==> src/rtl/edo_pkg.sv <==
package edo_pkg;

    typedef enum logic [3:0] {
        ST_IDLE,
        ST_ROW,
        ST_SETUP,
        ST_COL,
        ST_CPRE,
        ST_OPEN,
        ST_PRE,
        ST_REF_CAS,
        ST_REF_RAS,
        ST_REF_PRE
    } edo_state_e;

    // Nanoseconds to whole clock cycles, rounded up, never below one.
    function automatic int ns2cyc(input int ns, input int clk_ns);
        int c;
        c = (ns + clk_ns - 1) / clk_ns;
        return (c < 1) ? 1 : c;
    endfunction

endpackage

==> src/rtl/edo_delay.sv <==
module edo_delay #(
    parameter int W = 8
) (
    input  logic         clk,
    input  logic         rst_n,
    input  logic         load,
    input  logic [W-1:0] val,
    output logic         done
);
    logic [W-1:0] cnt;

    always_ff @(posedge clk) begin
        if (!rst_n)           cnt <= '0;
        else if (load)        cnt <= val;
        else if (cnt != '0)   cnt <= cnt - 1'b1;
    end

    assign done = (cnt == '0);
endmodule

==> src/rtl/edo_refresh_timer.sv <==
module edo_refresh_timer #(
    parameter int PERIOD = 1950
) (
    input  logic clk,
    input  logic rst_n,
    input  logic ack,
    output logic due
);
    localparam int CW = $clog2(PERIOD + 1);
    localparam logic [CW-1:0] LAST = CW'(PERIOD - 1);

    logic [CW-1:0] tick;

    always_ff @(posedge clk) begin
        if (!rst_n) begin
            tick <= '0;
            due  <= 1'b0;
        end else begin
            tick <= (tick == LAST) ? '0 : tick + 1'b1;
            if (tick == LAST) due <= 1'b1;
            else if (ack)     due <= 1'b0;
        end
    end
endmodule

==> src/rtl/edo_ctrl.sv <==
module edo_ctrl
    import edo_pkg::*;
#(
    parameter int CLK_NS    = 8,
    parameter int T_RP_NS   = 30,
    parameter int T_RCD_NS  = 20,
    parameter int T_CAA_NS  = 25,
    parameter int T_CP_NS   = 10,
    parameter int T_CSR_NS  = 10,
    parameter int T_RAS_NS  = 50,
    parameter int T_REF_NS  = 15600,
    parameter int ROW_W     = 10,
    parameter int COL_W     = 10,
    parameter int DQ_W      = 16
) (
    input  logic                   clk,
    input  logic                   rst_n,
    input  logic                   req_valid,
    output logic                   req_ready,
    input  logic                   req_write,
    input  logic [ROW_W+COL_W-1:0] req_addr,
    input  logic [DQ_W-1:0]        req_wdata,
    input  logic [1:0]             req_be,
    output logic                   rsp_valid,
    output logic [DQ_W-1:0]        rsp_rdata,
    output logic [ROW_W-1:0]       dram_addr,
    output logic                   dram_ras_n,
    output logic                   dram_ucas_n,
    output logic                   dram_lcas_n,
    output logic                   dram_we_n,
    output logic                   dram_oe_n,
    output logic [DQ_W-1:0]        dram_dq_out,
    output logic                   dram_dq_oe,
    input  logic [DQ_W-1:0]        dram_dq_in
);
    localparam int AW    = ROW_W + COL_W;
    localparam int DW    = 8;
    localparam int N_RP  = ns2cyc(T_RP_NS,  CLK_NS);
    localparam int N_RCD = ns2cyc(T_RCD_NS, CLK_NS);
    localparam int N_CAS = ns2cyc(T_CAA_NS, CLK_NS);
    localparam int N_CP  = ns2cyc(T_CP_NS,  CLK_NS);
    localparam int N_CSR = ns2cyc(T_CSR_NS, CLK_NS);
    localparam int N_RAS = ns2cyc(T_RAS_NS, CLK_NS);
    localparam int N_REF = ns2cyc(T_REF_NS, CLK_NS);

    edo_state_e         state, nstate;
    logic               ref_due, ref_ack;
    logic               wait_done, wait_load;
    logic [DW-1:0]      wait_val;
    logic               req_fire, row_hit;
    logic               pend;
    logic [AW-1:0]      lat_addr;
    logic               lat_we;
    logic [1:0]         lat_be;
    logic [DQ_W-1:0]    lat_wdata;
    logic [ROW_W-1:0]   open_row;

    edo_refresh_timer #(.PERIOD(N_REF)) u_ref (
        .clk(clk), .rst_n(rst_n), .ack(ref_ack), .due(ref_due)
    );

    edo_delay #(.W(DW)) u_wait (
        .clk(clk), .rst_n(rst_n), .load(wait_load), .val(wait_val), .done(wait_done)
    );

    assign req_ready = ((state == ST_IDLE) || (state == ST_OPEN)) && !ref_due;
    assign req_fire  = req_valid && req_ready;
    assign row_hit   = (req_addr[AW-1:COL_W] == open_row);
    assign ref_ack   = (state == ST_IDLE) && ref_due;

    // Next-state logic
    always_comb begin
        nstate = state;
        unique case (state)
            ST_IDLE:    if (ref_due) nstate = ST_REF_CAS;
                        else if (req_fire) nstate = ST_ROW;
            ST_ROW:     if (wait_done) nstate = ST_SETUP;
            ST_SETUP:   nstate = ST_COL;
            ST_COL:     if (wait_done) nstate = ST_CPRE;
            ST_CPRE:    if (wait_done) nstate = ST_OPEN;
            ST_OPEN:    if (ref_due) nstate = ST_PRE;
                        else if (req_fire) nstate = row_hit ? ST_SETUP : ST_PRE;
            ST_PRE:     if (wait_done) nstate = pend ? ST_ROW : ST_IDLE;
            ST_REF_CAS: if (wait_done) nstate = ST_REF_RAS;
            ST_REF_RAS: if (wait_done) nstate = ST_REF_PRE;
            ST_REF_PRE: if (wait_done) nstate = ST_IDLE;
            default:    nstate = ST_IDLE;
        endcase
    end

    // Dwell count for the state being entered
    always_comb begin
        wait_load = (nstate != state);
        unique case (nstate)
            ST_ROW:             wait_val = DW'(N_RCD - 1);
            ST_COL:             wait_val = DW'(N_CAS - 1);
            ST_CPRE:            wait_val = DW'(N_CP - 1);
            ST_PRE, ST_REF_PRE: wait_val = DW'(N_RP - 1);
            ST_REF_CAS:         wait_val = DW'(N_CSR - 1);
            ST_REF_RAS:         wait_val = DW'(N_RAS - 1);
            default:            wait_val = '0;
        endcase
    end

    // State register and request capture
    always_ff @(posedge clk) begin
        if (!rst_n) begin
            state     <= ST_IDLE;
            pend      <= 1'b0;
            lat_addr  <= '0;
            lat_we    <= 1'b0;
            lat_be    <= '0;
            lat_wdata <= '0;
            open_row  <= '0;
            rsp_valid <= 1'b0;
            rsp_rdata <= '0;
        end else begin
            state     <= nstate;
            rsp_valid <= 1'b0;
            if (req_fire) begin
                lat_addr  <= req_addr;
                lat_we    <= req_write;
                lat_be    <= req_be;
                lat_wdata <= req_wdata;
                pend      <= (state == ST_OPEN) && !row_hit;
            end
            if (nstate == ST_ROW && state != ST_ROW) begin
                pend     <= 1'b0;
                open_row <= (state == ST_IDLE) ? req_addr[AW-1:COL_W]
                                               : lat_addr[AW-1:COL_W];
            end
            if (state == ST_COL && wait_done && !lat_we) begin
                rsp_valid <= 1'b1;
                rsp_rdata <= dram_dq_in;
            end
        end
    end

    // DRAM pin decode
    always_comb begin
        dram_ras_n  = 1'b1;
        dram_ucas_n = 1'b1;
        dram_lcas_n = 1'b1;
        dram_we_n   = 1'b1;
        dram_oe_n   = 1'b1;
        dram_dq_oe  = 1'b0;
        dram_addr   = lat_addr[AW-1:COL_W];
        dram_dq_out = lat_wdata;
        unique case (state)
            ST_ROW, ST_CPRE, ST_OPEN, ST_REF_RAS: dram_ras_n = 1'b0;
            ST_SETUP: begin
                dram_ras_n = 1'b0;
                dram_addr  = lat_addr[COL_W-1:0];
                dram_we_n  = !lat_we;
                dram_dq_oe = lat_we;
            end
            ST_COL: begin
                dram_ras_n  = 1'b0;
                dram_addr   = lat_addr[COL_W-1:0];
                dram_ucas_n = !lat_be[1];
                dram_lcas_n = !lat_be[0];
                dram_we_n   = !lat_we;
                dram_dq_oe  = lat_we;
                dram_oe_n   = lat_we;
            end
            default: ;
        endcase
        if (state == ST_REF_CAS || state == ST_REF_RAS) begin
            dram_ucas_n = 1'b0;
            dram_lcas_n = 1'b0;
        end
        if (state == ST_REF_RAS) dram_ras_n = 1'b0;
    end
endmodule

==> config.mk <==
export PLATFORM = sky130hd
export DESIGN_NAME = edo_ctrl
export DESIGN_NICKNAME = d
export VERILOG_FILES = /design/src/rtl/edo_pkg.sv /design/src/rtl/edo_delay.sv /design/src/rtl/edo_refresh_timer.sv /design/src/rtl/edo_ctrl.sv
export SDC_FILE = /design/constraint.sdc
export NUM_CORES = 1
export LEC_CHECK = 0
export BUFFER_PORTS_ARGS = -buffer_cell sky130_fd_sc_hd__clkbuf_2
export CAP_MARGIN = 25
export CORE_MARGIN = 2
export CORE_UTILIZATION = 40
export DETAILED_ROUTE_END_ITERATION = 8
export GPL_TIMING_DRIVEN = 0
export PLACE_DENSITY = 0.77
export RECOVER_POWER = 25
export SYNTH_ARGS = -nofsm -noshare
export SYNTH_HDL_FRONTEND = slang
export SYNTH_SLANG_ARGS = --single-unit
==> constraint.sdc <==
create_clock -name clk -period 2.31 [get_ports clk]
set_input_delay 0 -clock clk [delete_from_list [all_inputs] [get_ports clk]]
set_output_delay 0 -clock clk [all_outputs]
set_load 0.01 [all_outputs]
==> summary.txt <==
Clock network
  – CTS tree: built
  – # clock sinks: 91
  – H-tree depth: 3
  – CTS Buf Count: 9
  – Clk Latency, worst-skew pair: 0.37 ns
  – Root Driver: clkbuf_8
  – Clock slew seen by the registers of the worst setup and hold paths: 0.10 ns
  – Max Buffers Root-to-Sink: 2

Synth
  – Net Count, Synth: 574
  – Mean post-synth cell area: 8.21 um^2
  – Post-synth top area share: 43.4%
  – Post-Synth Simple-Gate Area: 22.6%
  – Largest family of logic cells by synthesized area: simple AND/OR/NAND/NOR gates
  – Register area share after synthesis: 43.4%
  – Post-Synth Adder-Cell Area: 1.19%
  – Compound-gate portion of the synthesized area: 17.2%
  – Synth Area in XOR/XNOR: 5.42%
  – Synthesized instance count: 512
  – Post-synthesis async set-or-reset flop share: 0%
  – Yosys reg bits: 91
  – Most common cell in the netlist: nand2_1
  – EDFF count, synth: 0
  – Synth area leader: dfxtp_1
  – Synth top area cells: dfxtp_1 (43%), nand2_1 (10%), a21oi_1 (7.9%), xor2_1 (4.2%), mux2i_1 (2.9%)
  – Post-synth cell types: 52
  – Syn Std Cell Area: 0.00420 mm^2
  – Top FF cell, synth: dfxtp_1
  – Multiplexer share of the synthesized area: 5.90%
  – Synth Warn #: 0
  – Post-synth top cells: nand2_1 (117), dfxtp_1 (91), a21oi_1 (66)

Critical path
  – Biggest cell delay along the critical path: 0.48 ns
  – Type of origin of the critical path: flip-flop
  – CP max-delay cell: or4_4
  – Critical Path AT: 2.68 ns
  – Worst-path fanout max: 3
  – CP cell instances: inv_2 -> ha_4 -> or3b_4 -> o211ai_4 -> o311ai_4 -> mux2_4 -> or4_4 -> a21oi_2
  – Setup crit end kind: flip-flop
  – CP Class: reg2reg
  – R2R setup slack: -0.07 ns
  – Required time worst endpoint: 2.61 ns

Global route
  – All-Layer GR Usage: 23.6%
  – Pin count of the biggest net entering global routing: 18
  – Number of global-route vias before repair: 4550
  – Antenna violations before repair: 0
  – Grt ovf: 0
  – First-pass GRT wire length: 21500 um

Power and ir drop
  – Pwr dens: 1340 mW/mm^2
  – Leak pwr: 2.49 nW
  – Total power: 8.15 mW
  – VDD IR-drop max: 710 uV

Job
  – Max-cap viol count: 0

Routing
  – Vias: 4482
  – WL met1: 5450 um
  – Vias per cell: 5.33
  – DR WL met3: 858 um
  – Post-Route WL: 13500 um
  – WL/cell: 16.0 um
  – DRC: 0
  – Antenna Nets Post-Route: 0
  – Max Used Layer: met4
  – DRT Pass-1 Iters: 6
  – Initial drt markers: 312
  – Met2 wire length: 6770 um

STA
  – Setup WS post-layout: -0.0670 ns
  – Achievable Freq: 421 MHz
  – RSZ-0062 raised after global routing: true
  – Slew Limit Fails: 0
  – Minimum clock period: 2.38 ns
  – Slew HR: 46.8%
  – Tcrit/Tclk final: 103%
  – Setup-failing EPs final: 5
  – Clock Skew: 0.0125 ns
  – Fin. Hold Viols: 0
  – Worst Tran Pin Value: 0.797 ns
  – Setup TNS Final: -0.183 ns

Outcome
  – Status: complete, but fails checks
  – Violated checks: negative setup slack

Floorplan
  – Ports: 108
  – Rows: 37
  – Area of the die: 0.0113 mm^2
  – Chip width: 106 um
  – Starting Density: 40.9%
  – Die Ht: 106 um
  – Core area: 0.0103 mm^2

Cells and area
  – Layout fillers: 871
  – Layout area overhead: 44.6%
  – Area of the multi-input gates: 0.00246 mm^2
  – Fraction of layout cells with a size suffix above 1: 26.5%
  – N_diodes: 0
  – Sequential cell area: 0.00183 mm^2
  – Final net count: 762
  – Cell area after layout: 0.00607 mm^2

Placement
  – Post-DP HPWL: 8640 um
  – Pre-CTS setup slack: -0.381 ns
  – GPL Wtd Cong: 0.868
  – Placed inst area: 0.00492 mm^2
  – I/O Buffers: 107

Hold path
  – HP Class: in2reg
-- cells by family after synthesis --
logic type                 Yosys count
and+or+nand+nor                    206
AOI/OAI and AO/OA                  115
DFF                                 91
buffers and inverters               47
xor gates and xnor gates            26
muxes                               23
adders and majority gates            4
-- layout make-up --
type                            instances  share of cell area [%]
Inverter                                8                   0.494
Sequential cell                        91                    30.1
Timing Repair Buffer                  180                    19.6
Clock inverter                          7                    1.32
Multi-Input combinational cell        374                    40.5
Buffer                                 36                    3.11
Tap cell                              136                    2.80
Clock buffer                            9                    2.04
-- power breakdown --
part           switching, mW  leakage [nW]  total, mW  internal [mW]
combinational           2.73          1.65       4.78           2.04
sequential             0.293         0.744       2.23           1.94
clock                  0.630         0.103       1.15          0.518
total                   3.65          2.49       8.15           4.50
-- registers in the layout (all words and copies together) (netlist names) --
name         cells
lat_addr        20
rsp_rdata       16
pend             1
dram_dq_out     16
lat_we           1
u_wait.cnt       8
u_ref.due        1
rsp_valid        1
u_ref.tick      11
state            4
open_row        10
lat_be           2
-- what timing repair did --
action | CTS | global route
pin swaps | 7 | 13
hold buffers | 56 | 0
resized for setup | 35 | 54
setup buffers | 12 | 5
cloned | 1 | 0
hold endpoints to repair | 56 | 0
setup endpoints to repair | 40 | 65
-- path summary, 6_finish.rpt --
kind | cells after the start | endpoint | startpoint
hold / removal | 4 | state[2] | req_valid
setup / recovery | 8 | u_wait.cnt[2] | u_wait.cnt[0]
setup reg to reg | 8 | u_wait.cnt[2] | u_wait.cnt[0]
hold reg to reg | 2 | lat_addr[0] | lat_addr[0]
-- per-stage QoR --
step                      utilization (%)  instances  hold WS, ns
after detailed placement             47.8        755        0.229
after floorplan                         -        512        0.136
final                                59.1        841        0.201
after global routing                 59.1        841        0.227
after CTS                            57.2        838        0.186
after global placement               47.8        755        0.225
-- routing by layer --
layer	up-vias	GRT usage, %
met2	181	41.8
met1	2115	27.9
li1	2148	-
met4	0	9.46
met5	-	0
met3	38	4.78
-- placed cells by master, fill, tap and decap left out, types with 9 or more instances in the layout --
cell type and count:
nand3_1 11, nor2_1 22, clkbuf_1 49, dlygate4sd3_1 56, nor3_1 13, buf_4 18
mux2_2 10, xor2_1 20, a21oi_1 64, clkbuf_8 9, mux2i_1 12, clkbuf_2 81
dfxtp_1 86, nand2_1 117
-- worst max-delay path, delay by kind of cell, from the launching register on --
kind	cells	cell delay (ns)
AO/OA/AOI/OAI	3	0.50
AND/OR/NAND/NOR	2	0.89
buffers and inverters	1	0.08
multiplexers	1	0.35
adder cells (fa/ha/maj)	1	0.14
flip-flops	1	0.34
(Power assumes the default switching activity.)
